--- src/rtl/dram_seq_pkg.sv ---
package dram_seq_pkg;

   typedef enum logic [2:0] {
      ST_IDLE, ST_RSU, ST_RHLD, ST_CSU, ST_CHLD, ST_ACC, ST_RACT, ST_PRE
   } seq_st_e;

   typedef enum logic [1:0] {AS_NONE, AS_ROW, AS_COL} asel_e;

   typedef struct packed {
      logic ras_n;
      logic cas_n;
      logic oe_n;
   } strobe_t;

   function automatic int max_of(input int a, input int b);
      return (a > b) ? a : b;
   endfunction

endpackage

--- src/rtl/dram_seq_amux.sv ---
module dram_seq_amux
   import dram_seq_pkg::*;
#(
   parameter int ROW_W = 9,
   parameter int COL_W = 9,
   parameter int PIN_W = 9
) (
   input  asel_e              sel,
   input  logic [ROW_W-1:0]   row,
   input  logic [COL_W-1:0]   col,
   output logic [PIN_W-1:0]   pins
);

   logic [PIN_W-1:0] row_x;
   logic [PIN_W-1:0] col_x;

   generate
      if (ROW_W == PIN_W) begin : g_row_full
         assign row_x = row;
      end else begin : g_row_pad
         assign row_x = {{(PIN_W-ROW_W){1'b0}}, row};
      end
      if (COL_W == PIN_W) begin : g_col_full
         assign col_x = col;
      end else begin : g_col_pad
         assign col_x = {{(PIN_W-COL_W){1'b0}}, col};
      end
   endgenerate

   always_comb begin
      case (sel)
         AS_ROW:  pins = row_x;
         AS_COL:  pins = col_x;
         default: pins = '0;
      endcase
   end

endmodule

--- src/rtl/dram_seq_timer.sv ---
module dram_seq_timer #(
   parameter int CW = 2
) (
   input  logic          clk,
   input  logic          rst_n,
   input  logic          load,
   input  logic [CW-1:0] load_val,
   output logic          done
);

   logic [CW-1:0] cnt_q;

   always_ff @(posedge clk) begin
      if (!rst_n)             cnt_q <= '0;
      else if (load)          cnt_q <= load_val;
      else if (cnt_q != '0)   cnt_q <= cnt_q - 1'b1;
   end

   assign done = (cnt_q == '0);

   AST_TMR_STAYS_DONE: assert property (@(posedge clk) disable iff (!rst_n)
      (!load && done) |=> done);

endmodule

--- src/rtl/dram_seq_rfsh.sv ---
module dram_seq_rfsh #(
   parameter int ROW_W  = 9,
   parameter int N_ROWS = 512
) (
   input  logic             clk,
   input  logic             rst_n,
   input  logic             req,
   input  logic             take,
   input  logic             adv,
   output logic             pend,
   output logic [ROW_W-1:0] row
);

   localparam logic [ROW_W-1:0] LAST = ROW_W'(N_ROWS - 1);

   logic             pend_q;
   logic [ROW_W-1:0] row_q;
   logic [ROW_W-1:0] row_nx;

   generate
      if ((N_ROWS < 2) || (N_ROWS > (1 << ROW_W))) begin : g_bad_rows
         $error("dram_seq_rfsh: N_ROWS must lie in 2..2**ROW_W");
      end
      if (N_ROWS == (1 << ROW_W)) begin : g_wrap_free
         assign row_nx = row_q + 1'b1;
      end else begin : g_wrap_cmp
         assign row_nx = (row_q == LAST) ? '0 : row_q + 1'b1;
      end
   endgenerate

   always_ff @(posedge clk) begin
      if (!rst_n) begin
         pend_q <= 1'b0;
         row_q  <= '0;
      end else begin
         pend_q <= (pend_q | req) & ~take;
         if (adv) row_q <= row_nx;
      end
   end

   assign pend = pend_q | req;
   assign row  = row_q;

   AST_ROW_STEP: assert property (@(posedge clk) disable iff (!rst_n)
      adv |=> (($past(row_q) == LAST) ? (row_q == '0) : (row_q == $past(row_q) + 1'b1)));
   AST_PEND_HELD: assert property (@(posedge clk) disable iff (!rst_n)
      (pend && !take) |=> pend);

endmodule

--- src/rtl/dram_read_seq.sv ---
module dram_read_seq
   import dram_seq_pkg::*;
#(
   parameter int ROW_W  = 9,
   parameter int COL_W  = 9,
   parameter int DATA_W = 8,
   parameter int N_ROWS = 2 ** ROW_W,
   parameter int T_RSU  = 1,
   parameter int T_RH   = 1,
   parameter int T_CSU  = 1,
   parameter int T_CH   = 1,
   parameter int T_ACC  = 2,
   parameter int T_PRE  = 2,
   localparam int ADDR_W = ROW_W + COL_W,
   localparam int PIN_W  = (ROW_W > COL_W) ? ROW_W : COL_W
) (
   input  logic              clk,
   input  logic              rst_n,
   input  logic              rd_req,
   input  logic [ADDR_W-1:0] rd_addr,
   input  logic              late_mode,
   input  logic              rfsh_req,
   output logic              busy,
   output logic              rd_valid,
   output logic [DATA_W-1:0] rd_data,
   output logic [PIN_W-1:0]  dram_a,
   output logic              dram_ras_n,
   output logic              dram_cas_n,
   output logic              dram_oe_n,
   output logic              dram_we_n,
   input  logic [DATA_W-1:0] dram_dq
);

   localparam int MAXD = max_of(max_of(max_of(T_RSU, T_RH), max_of(T_CSU, T_CH)),
                                max_of(T_ACC, T_PRE));
   localparam int CW   = (MAXD > 1) ? $clog2(MAXD) : 1;

   generate
      if ((T_RSU < 1) || (T_RH < 1) || (T_CSU < 1) || (T_CH < 1) ||
          (T_ACC < 1) || (T_PRE < 1)) begin : g_bad_time
         $error("dram_read_seq: every interval must be at least one cycle");
      end
      if ((ROW_W < 1) || (COL_W < 1) || (DATA_W < 1)) begin : g_bad_width
         $error("dram_read_seq: widths must be positive");
      end
   endgenerate

   seq_st_e          st_q, st_n;
   logic             rf_q, rf_n;
   logic             late_q, late_n;
   logic [ROW_W-1:0] row_q, row_n;
   logic [COL_W-1:0] col_q, col_n;
   logic             tmr_load, tmr_done;
   logic [CW-1:0]    tmr_val;
   logic             rf_pend, rf_take, rf_adv;
   logic [ROW_W-1:0] rf_row;
   logic             capture;
   strobe_t          stb_n;
   asel_e            asel_n;
   logic [PIN_W-1:0] pins_n;

   function automatic int dur_of(input seq_st_e s);
      case (s)
         ST_RSU:  return T_RSU;
         ST_RHLD: return T_RH;
         ST_CSU:  return T_CSU;
         ST_CHLD: return T_CH;
         ST_ACC:  return T_ACC;
         ST_RACT: return T_ACC;
         ST_PRE:  return T_PRE;
         default: return 1;
      endcase
   endfunction

   function automatic strobe_t decode(input seq_st_e s, input logic late);
      strobe_t o;
      o.ras_n = !(s inside {ST_RHLD, ST_CSU, ST_CHLD, ST_ACC, ST_RACT});
      o.cas_n = !(s inside {ST_CHLD, ST_ACC});
      o.oe_n  = !((s == ST_ACC) || (!late && (s inside {ST_CSU, ST_CHLD})));
      return o;
   endfunction

   always_comb begin
      st_n    = st_q;
      rf_n    = rf_q;
      late_n  = late_q;
      row_n   = row_q;
      col_n   = col_q;
      rf_take = 1'b0;
      rf_adv  = 1'b0;
      capture = 1'b0;
      case (st_q)
         ST_IDLE: begin
            if (rf_pend) begin
               rf_take = 1'b1;
               rf_n    = 1'b1;
               row_n   = rf_row;
               st_n    = ST_RSU;
            end else if (rd_req) begin
               rf_n    = 1'b0;
               late_n  = late_mode;
               row_n   = rd_addr[ADDR_W-1:COL_W];
               col_n   = rd_addr[COL_W-1:0];
               st_n    = ST_RSU;
            end
         end
         ST_RSU:  if (tmr_done) st_n = ST_RHLD;
         ST_RHLD: if (tmr_done) st_n = rf_q ? ST_RACT : ST_CSU;
         ST_CSU:  if (tmr_done) st_n = ST_CHLD;
         ST_CHLD: if (tmr_done) st_n = ST_ACC;
         ST_ACC: begin
            if (tmr_done) begin
               capture = 1'b1;
               st_n    = ST_PRE;
            end
         end
         ST_RACT: begin
            if (tmr_done) begin
               rf_adv = 1'b1;
               st_n   = ST_PRE;
            end
         end
         ST_PRE:  if (tmr_done) st_n = ST_IDLE;
         default: st_n = ST_IDLE;
      endcase
   end

   assign tmr_load = (st_n != st_q);
   assign tmr_val  = CW'(dur_of(st_n) - 1);
   assign stb_n    = decode(st_n, late_n);

   always_comb begin
      case (st_n)
         ST_RSU, ST_RHLD, ST_RACT: asel_n = AS_ROW;
         ST_CSU, ST_CHLD, ST_ACC:  asel_n = AS_COL;
         default:                  asel_n = AS_NONE;
      endcase
   end

   dram_seq_timer #(.CW(CW)) u_tmr (
      .clk      (clk),
      .rst_n    (rst_n),
      .load     (tmr_load),
      .load_val (tmr_val),
      .done     (tmr_done)
   );

   dram_seq_rfsh #(.ROW_W(ROW_W), .N_ROWS(N_ROWS)) u_rfsh (
      .clk   (clk),
      .rst_n (rst_n),
      .req   (rfsh_req),
      .take  (rf_take),
      .adv   (rf_adv),
      .pend  (rf_pend),
      .row   (rf_row)
   );

   dram_seq_amux #(.ROW_W(ROW_W), .COL_W(COL_W), .PIN_W(PIN_W)) u_amux (
      .sel  (asel_n),
      .row  (row_n),
      .col  (col_n),
      .pins (pins_n)
   );

   always_ff @(posedge clk) begin
      if (!rst_n) begin
         st_q       <= ST_IDLE;
         rf_q       <= 1'b0;
         late_q     <= 1'b0;
         row_q      <= '0;
         col_q      <= '0;
         dram_ras_n <= 1'b1;
         dram_cas_n <= 1'b1;
         dram_oe_n  <= 1'b1;
         dram_a     <= '0;
         rd_valid   <= 1'b0;
         rd_data    <= '0;
      end else begin
         st_q       <= st_n;
         rf_q       <= rf_n;
         late_q     <= late_n;
         row_q      <= row_n;
         col_q      <= col_n;
         dram_ras_n <= stb_n.ras_n;
         dram_cas_n <= stb_n.cas_n;
         dram_oe_n  <= stb_n.oe_n;
         dram_a     <= pins_n;
         rd_valid   <= capture;
         if (capture) rd_data <= dram_dq;
      end
   end

   assign busy      = (st_q != ST_IDLE);
   assign dram_we_n = 1'b1;

   AST_ROW_SETUP_EDGE: assert property (@(posedge clk) disable iff (!rst_n)
      $fell(dram_ras_n) |-> $stable(dram_a));
   AST_COL_SETUP_EDGE: assert property (@(posedge clk) disable iff (!rst_n)
      $fell(dram_cas_n) |-> $stable(dram_a));
   AST_CAS_INSIDE_RAS: assert property (@(posedge clk) disable iff (!rst_n)
      !dram_cas_n |-> !dram_ras_n);
   AST_EARLY_OE_FIRST: assert property (@(posedge clk) disable iff (!rst_n)
      (!late_q && $fell(dram_cas_n)) |-> !dram_oe_n);
   AST_LATE_OE_UNDER_CAS: assert property (@(posedge clk) disable iff (!rst_n)
      (late_q && !dram_oe_n) |-> !dram_cas_n);
   AST_VALID_PULSE: assert property (@(posedge clk) disable iff (!rst_n)
      rd_valid |=> !rd_valid);
   AST_VALID_STROBES_OFF: assert property (@(posedge clk) disable iff (!rst_n)
      rd_valid |-> (dram_ras_n && dram_cas_n && dram_oe_n));
   AST_RFSH_ROW_ONLY: assert property (@(posedge clk) disable iff (!rst_n)
      (rf_q && !dram_ras_n) |-> (dram_cas_n && dram_oe_n));
   AST_RAS_UNDER_BUSY: assert property (@(posedge clk) disable iff (!rst_n)
      !dram_ras_n |-> busy);

endmodule

--- config.mk ---
export PLATFORM = sky130hd
export DESIGN_NAME = dram_read_seq
export DESIGN_NICKNAME = d
export VERILOG_FILES = /design/src/rtl/dram_seq_pkg.sv /design/src/rtl/dram_seq_amux.sv /design/src/rtl/dram_seq_timer.sv /design/src/rtl/dram_seq_rfsh.sv /design/src/rtl/dram_read_seq.sv
export SDC_FILE = /design/constraint.sdc
export NUM_CORES = 1
export LEC_CHECK = 0
export BUFFER_PORTS_ARGS = -buffer_cell sky130_fd_sc_hd__buf_2
export CORE_UTILIZATION = 50
export CTS_BUF_LIST = sky130_fd_sc_hd__clkbuf_4
export DETAILED_ROUTE_END_ITERATION = 10
export PLACE_DENSITY_LB_ADDON = 0.05
export SLEW_MARGIN = 20
export SYNTH_ARGS = -nofsm -noshare
export SYNTH_HDL_FRONTEND = slang
export SYNTH_SLANG_ARGS = --single-unit
--- constraint.sdc ---
create_clock -name clk -period 3.1 [get_ports clk]
set_clock_uncertainty 0.2 [all_clocks]
set_input_delay 0.465 -clock clk [delete_from_list [all_inputs] [get_ports clk]]
set_output_delay 0.465 -clock clk [all_outputs]
set_load 0.005 [all_outputs]
### Word level (Yosys, flattened, before mapping)

Index checks and enable logic that the tools add are counted.

* $add $sub $neg: 3
* eq/ne operators: 17
* mux-type cells: 31
* bitwise operators: 3
* reductions and logical operators: 17

Operator list (count)
* two-way mux 9 bit: 6
* two-way mux 3 bit: 9
* equality test 3 bit, second input constant: 8
* one-hot mux 3 bit (7 select lines): 1
* one-hot mux 9 bit (2 select lines): 1
* two-way mux 1 bit: 13
* equality test 3 x 2 -> 1 bit, second input constant: 4
* adder 9 x 1 -> 9 bit, second input constant: 1
* OR reduction 3 bit: 3
* equality test 3 x 1 -> 1 bit, second input constant: 2
* nonzero test 2 bit: 3
* nonzero test 5 bit: 1
* logical NOT 1 bit: 4
* one-hot mux 2 bit (2 select lines): 1
* logical NOT 3 bit: 1
* != test 3 bit: 1
* nonzero test 3 bit: 1
* equality test 2 x 1 -> 1 bit, second input constant: 1
* equality test 2 bit, second input constant: 1
* AND reduction 2 bit: 1
* OR reduction 2 bit: 1
* subtractor 1 bit, second input constant: 2
* AND 1 bit: 1
* logical AND 1 bit: 1
* other kinds (3): 3

* bits in registers: 55
* output and inout port bits: 23
* logic and storage cells: 85

### Depth between registers and ports, before layout

* depth after elaboration: 8
* gate-level depth with buffers: 9
* gate-level depth less buffers: 9

### By module

A second synthesis with hierarchy kept.

* cells, all modules: 274
* area, all modules: 2606.2 µm²

By module, submodules not included
* dram_read_seq: times used 1, cells each 202, area an instance 1905.6 µm², sequential area each 880.8 µm²
* dram_seq_rfsh: times used 1, cells each 44, area an instance 441.7 µm², sequential area each 200.2 µm²
* dram_seq_amux: times used 1, cells each 25, area an instance 229.0 µm², sequential area each 0.0 µm²
* dram_seq_timer: times used 1, cells each 3, area an instance 30.0 µm², sequential area each 20.0 µm²

### Worst setup path after synthesis

No wires, ideal clock.

* path type: input port to flip-flop
* start: input rfsh_req
* end: register dram_a[2]
* setup time: 0.077 ns
* arrival: 2.119 ns
* required time: 2.823 ns
* path slack: 0.705 ns
* cell stages on the path: 8
* path through: or2_2 > o21ai_0 > nand3_1 > mux2_2 > ha_1 > nor2_1 > nand2_1 > o22ai_1

* longest elaborated chain between the ends: 8
* elaborated cells on any way between the ends: 19
* those cells by class: eq/ne: 8; mux: 8; bitwise: 1; reduce/logical: 2

Ends and longest elaborated chain
* from (decl): RTL line dram_read_seq.sv:22 `input logic rfsh_req,`
* bitwise OR 1 bit *: RTL line dram_seq_rfsh.sv:41 `assign pend = pend_q | req;`
* two-way mux 3 bit: RTL line dram_read_seq.sv:94 `if (rf_pend) begin`
* one-hot mux 3 bit (7 select lines): RTL line dram_read_seq.sv:92 `case (st_q)`
* equality test 3 x 2 -> 1 bit (tied with other cells): RTL line dram_read_seq.sv:133 `case (st_n)`
* OR reduction 3 bit: RTL line dram_read_seq.sv:133
* one-hot mux 2 bit (2 select lines): RTL line dram_read_seq.sv:133
* equality test 2 bit / equality test 2 x 1 -> 1 bit (equally long branches): RTL line dram_seq_amux.sv:31 `case (sel)`
* one-hot mux 9 bit (2 select lines) *: RTL line dram_seq_amux.sv:31
* to (signal assigned): RTL line dram_read_seq.sv:187 `dram_a <= pins_n;`
* to (decl): RTL line dram_read_seq.sv:26 `output logic [PIN_W-1:0] dram_a,`

Mark *: on every way between the ends. The rest lies on a longest branch, timed or not.
A chain may end at the register's enable or synchronous reset.

### Worst setup path in the final report

* start: register u_tmr.cnt_q
* end: register dram_a[4]

* longest elaborated chain between the ends: 7
* elaborated cells on any way between the ends: 19
* those cells by class: eq/ne: 8; mux: 9; reduce/logical: 2

Ends and longest elaborated chain
* from (decl): RTL line dram_seq_timer.sv:11 `logic [CW-1:0] cnt_q;`
* from (signal assigned): RTL line dram_seq_timer.sv:15 `else if (load) cnt_q <= load_val;`
* from (signal assigned): RTL line dram_seq_timer.sv:16 `else if (cnt_q != '0) cnt_q <= cnt_q - 1'b1;`
* two-way mux 3 bit (tied with other cells): RTL line dram_read_seq.sv:123 `ST_PRE: if (tmr_done) st_n = ST_IDLE;`
* one-hot mux 3 bit (7 select lines) *: RTL line dram_read_seq.sv:92
* equality test 3 x 2 -> 1 bit (tied with other cells): RTL line dram_read_seq.sv:133
* OR reduction 3 bit: RTL line dram_read_seq.sv:133
* one-hot mux 2 bit (2 select lines) *: RTL line dram_read_seq.sv:133
* equality test 2 bit / equality test 2 x 1 -> 1 bit (equally long branches): RTL line dram_seq_amux.sv:31
* one-hot mux 9 bit (2 select lines) *: RTL line dram_seq_amux.sv:31

Marks and branches as above.

==> results by stage <==
Timing:
- The number of endpoints with negative hold slack in the final report is 0.
- Setup total negative slack on the finished layout was measured at 0 ns.
- The final setup violation count is 0.
- The shortest period the worst path allows is 2.64 ns.
- Derived from the worst setup path, the maximum achievable clock frequency is roughly 380 MHz.
- The number of pins with negative max-slew slack in the final report came to 0.
- The actual transition at the worst max-transition pin is 0.659 ns.
- Setup repair after global routing left no endpoint under its margin.
- In the finished design, the share of the clock period the worst path needs comes to between 80 and 90%.
- The normalized max-slew margin is 55.8%.

Global route:
- The number of antenna violations at the first check in global routing is 0.
- After global routing the overflow that remains totals 0.
- The via count of the first global-routing pass is 1555.
- The global-route wire length before repair is just over 7 mm.
- Entering global routing, the biggest net connects 24 pins.
- The total global routing track utilization is 20.7%.

Detailed routing:
- The post-route antenna net violation count is 0.
- The routed via count is 1765.
- The final routed wirelength across all metal layers is 4.47 mm.
- The detailed router's first-iteration violation count is 140.
- After detailed routing, the average wire length per cell comes to 13.2 um.
- The post-detailed-route via-to-cell ratio is 5.22.
- In the routed design, unresolved DRC markers number 0.
- Before antenna repair, the detailed router went through 4 iterations.

Clock network:
- The number of sinks driven by the clock tree is 55.
- The number of hold buffers added after CTS is 0.
- The count of cells resized by post-cts repair is 0.
- The TritonCTS buffer count is 5.
- In this run the post-CTS setup repair buffer count came out at 0.
- The number of buffers on the longest clock path is 2.
- The clock tree from TritonCTS is done.
- The clock-pin slew on the worst setup and hold paths is 0.16 ns.
- The clock root buffer is sky130_fd_sc_hd__clkbuf_4.
- The H-tree was split into 2 levels.
- For the worst-skew pair, the clock arrives at the later sink with an insertion delay of 0.39 ns.

Synth:
- After synthesis, the share of cell area in mux cells is ~6.6%.
- The synthesized instance count is 235.
- The synthesized design contains 0 enable-type register cells.
- After synthesis, the largest family of logic cells by area is simple AND/OR/NAND/NOR gates.
- The area fraction in compound gates after synthesis is 15.9%.
- The net count after synthesis is 269.
- The area of the mapped netlist is 2190 um^2.
- The sequential share of the synthesized area is 50.3%.
- The synthesized netlist devotes 3.14% of its cell area to XOR and XNOR gates.
- The netlist uses 42 different library cells.
- Summing the areas of all fa, ha and maj instances in the mapped netlist gives 1.71% of the synthesized area.
- The synthesized-area fraction occupied by and/or/nand/nor cells is 18.8%.
- The share of async-settable or async-resettable flops after synthesis is 0%.
- The synthesis warning total is 0.
- For this run, the leading register cell type out of synthesis is sky130_fd_sc_hd__dfxtp_1.
- The number of flip-flops and latches in the synthesized netlist is 55.
- The average footprint of a synthesized cell is 9.32 um^2.

Job:
- Across the run, the number of max-cap violations was 0.

Critical path:
- The kind of critical path is flip-flop to flip-flop.
- The number of cells on the worst reg-to-reg path is 8.
- The worst register-to-register path ends at dram_a[4].
- The origin of the worst setup path is u_tmr.cnt_q.
- The kind of start point of the critical path is a flip-flop.
- The setup check on the worst reg-to-reg path leaves a slack of 0.46 ns.
- The worst path required time is 3.22 ns.
- The peak fanout along the critical path is 10.
- Data on the critical path arrives at its endpoint at 2.76 ns.
- STA classifies the critical path endpoint as a flip-flop.
- The startpoint identified for the worst register-to-register timing path is u_tmr.cnt_q.

Finish:
- The count of cells in the finished layout, fillers not included, comes to ~340.
- Compared with the post-synthesis result, the final layout area differs by 18.3%.
- The final-stage net count is 321.
- The fraction of final layout cells sized beyond drive strength 1 is 25.0%.
- The library cell used most frequently in the layout, excluding fill and tap cells, is sky130_fd_sc_hd__dfxtp_1.
- After routing the design area is about 2600 um^2.
- In the layout the commonest cells are 55 x sky130_fd_sc_hd__dfxtp_1, 52 x sky130_fd_sc_hd__buf_2, 35 x sky130_fd_sc_hd__nor2_1, 28 x sky130_fd_sc_hd__nand2_1, 19 x sky130_fd_sc_hd__o22ai_1.
- 0 antenna diodes ended up in the layout.
- Cells fill between 60% and 70% of the core in the end.

Min path:
- For hold timing, the worst endpoint is dram_ras_n.
- The min-delay analysis places its worst path in the category primary input to flip-flop.
- The number of cells traversed by the worst hold path is 2.
- The worst hold path startpoint is rst_n.

Floorplanning:
- For this configuration, the core starts out at a cell density of 53.2%.
- Pin placement for this block handled 54 I/O pins.
- The floorplan step defined a die boundary enclosing 4650 um^2.
- Row generation in the floorplan step produced 23 rows.
- The standard cell core area is 4120 um^2.
- The overall die width is between 60 and 70 um.
- The vertical die dimension is 68.2 um.

Status:
- The run finished with clean final reports.

Placement:
- The weighted congestion at the end of routability-driven global placement is 0.783.
- The cell area after placement is ~2500 um^2.
- Once detailed placement completed, the half-perimeter wirelength came to between 3 and 4 mm.
- The number of placed instances, taps included, is 330.
- In this run the tool buffered the top-level ports with 52 buffer cells.

Pwr:
- In this run the static leakage power is 1.14 nW.
- The peak supply drop is 0.329 mV.
- The power density of the placed cells is 849 nW/um^2.
==> flip-flops by register name, indices dropped and copies added, names as in the netlist, 3 cells and up <==
signal      cells
rd_data         8
st_q            3
dram_a          9
row_q           9
col_q           9
u_rfsh.row      9
==> worst max path at each step <==
stage / to / slack [ns] / cells past startpoint
global placement: dram_a[3] / 0.43 / 9
CTS: dram_a[2] / 0.49 / 8
global route: dram_a[5] / 0.17 / 8
finish: dram_a[4] / 0.46 / 8
floorplan: dram_a[2] / 0.70 / 8
detailed placement: dram_a[2] / 0.36 / 9
==> through the flow <==
stage / hold slack (ns) / power (mW) / worst slack [ns]
3_3_place_gp: 0.239 / 1.72 / 0.434
6_report: 0.0845 / 2.20 / 0.459
4_1_cts: 0.0873 / 2.20 / 0.487
5_1_grt: 0.0885 / 2.37 / 0.173
3_5_place_dp: 0.244 / 1.73 / 0.361
2_1_floorplan: 0.249 / 1.52 / 0.705
==> cell families (layout without fill, tap and decap cells) <==
group / Yosys count / after routing
other: 1 / 1
muxes: 13 / 13
and+or+nand+nor: 86 / 86
adders and majority gates: 3 / 3
AOI/OAI and AO/OA: 54 / 54
DFF: 55 / 55
xor gates and xnor gates: 7 / 7
buffers and inverters: 16 / 69
==> critical path, cell delays in order (launching register included) <==
cell                       delay, ns
sky130_fd_sc_hd__dfxtp_1        0.47
sky130_fd_sc_hd__and2b_1        0.28
sky130_fd_sc_hd__xnor2_2        0.36
sky130_fd_sc_hd__nand2b_1       0.12
sky130_fd_sc_hd__mux2_2         0.28
sky130_fd_sc_hd__ha_1           0.28
sky130_fd_sc_hd__nor2_1         0.13
sky130_fd_sc_hd__nand2_1        0.23
sky130_fd_sc_hd__o22ai_1        0.23
==> metal layers <==
metal	GRT usage, %	routed length [um]	vias to the layer above
met5	0	0	-
met4	6.25	53	0
met3	5.50	176	5
met2	31.7	1900	36
met1	28.1	2340	804
li1	-	-	920
==> cells in the mapped netlist (2+ instances only) <==
cell type	n	share of area, %
sky130_fd_sc_hd__buf_4	2	0.69
sky130_fd_sc_hd__clkbuf_1	7	1.2
sky130_fd_sc_hd__nor2_1	35	6.0
sky130_fd_sc_hd__or2_2	2	0.57
sky130_fd_sc_hd__o2bb2ai_1	9	3.6
sky130_fd_sc_hd__or3_1	2	0.57
sky130_fd_sc_hd__nand2_1	28	4.8
sky130_fd_sc_hd__nand3_1	3	0.69
sky130_fd_sc_hd__and3_1	2	0.57
sky130_fd_sc_hd__a31oi_1	3	0.86
sky130_fd_sc_hd__o21ai_0	5	1.1
sky130_fd_sc_hd__mux2i_1	11	5.0
sky130_fd_sc_hd__o21ai_1	2	0.46
sky130_fd_sc_hd__nand4_1	2	0.57
sky130_fd_sc_hd__nor3_1	2	0.46
sky130_fd_sc_hd__o22ai_1	19	5.4
sky130_fd_sc_hd__xor2_1	5	2.0
sky130_fd_sc_hd__a21oi_1	11	2.5
sky130_fd_sc_hd__dfxtp_1	55	50
sky130_fd_sc_hd__ha_1	3	1.7
sky130_fd_sc_hd__inv_1	4	0.69
sky130_fd_sc_hd__nor2b_1	2	0.57
sky130_fd_sc_hd__o21a_1	2	0.69
==> power breakdown <==
part           internal, mW  total (mW)  switching [mW]
logic                 0.347       0.791           0.444
registers             0.856       0.930          0.0745
clock network         0.251       0.479           0.228
total                  1.45        2.20           0.746
==> layout make-up <==
cell class	instances	area (um^2)
Fill cell	382	1520
Sequential cell	55	1100
Multi-Input combinational cell	164	1010
Timing Repair Buffer	56	290
Clock inverter	3	67.6
Tap cell	50	62.6
Clock buffer	5	37.5
Inverter	5	18.8
Note: power is estimated with default switching activity, not from simulation.
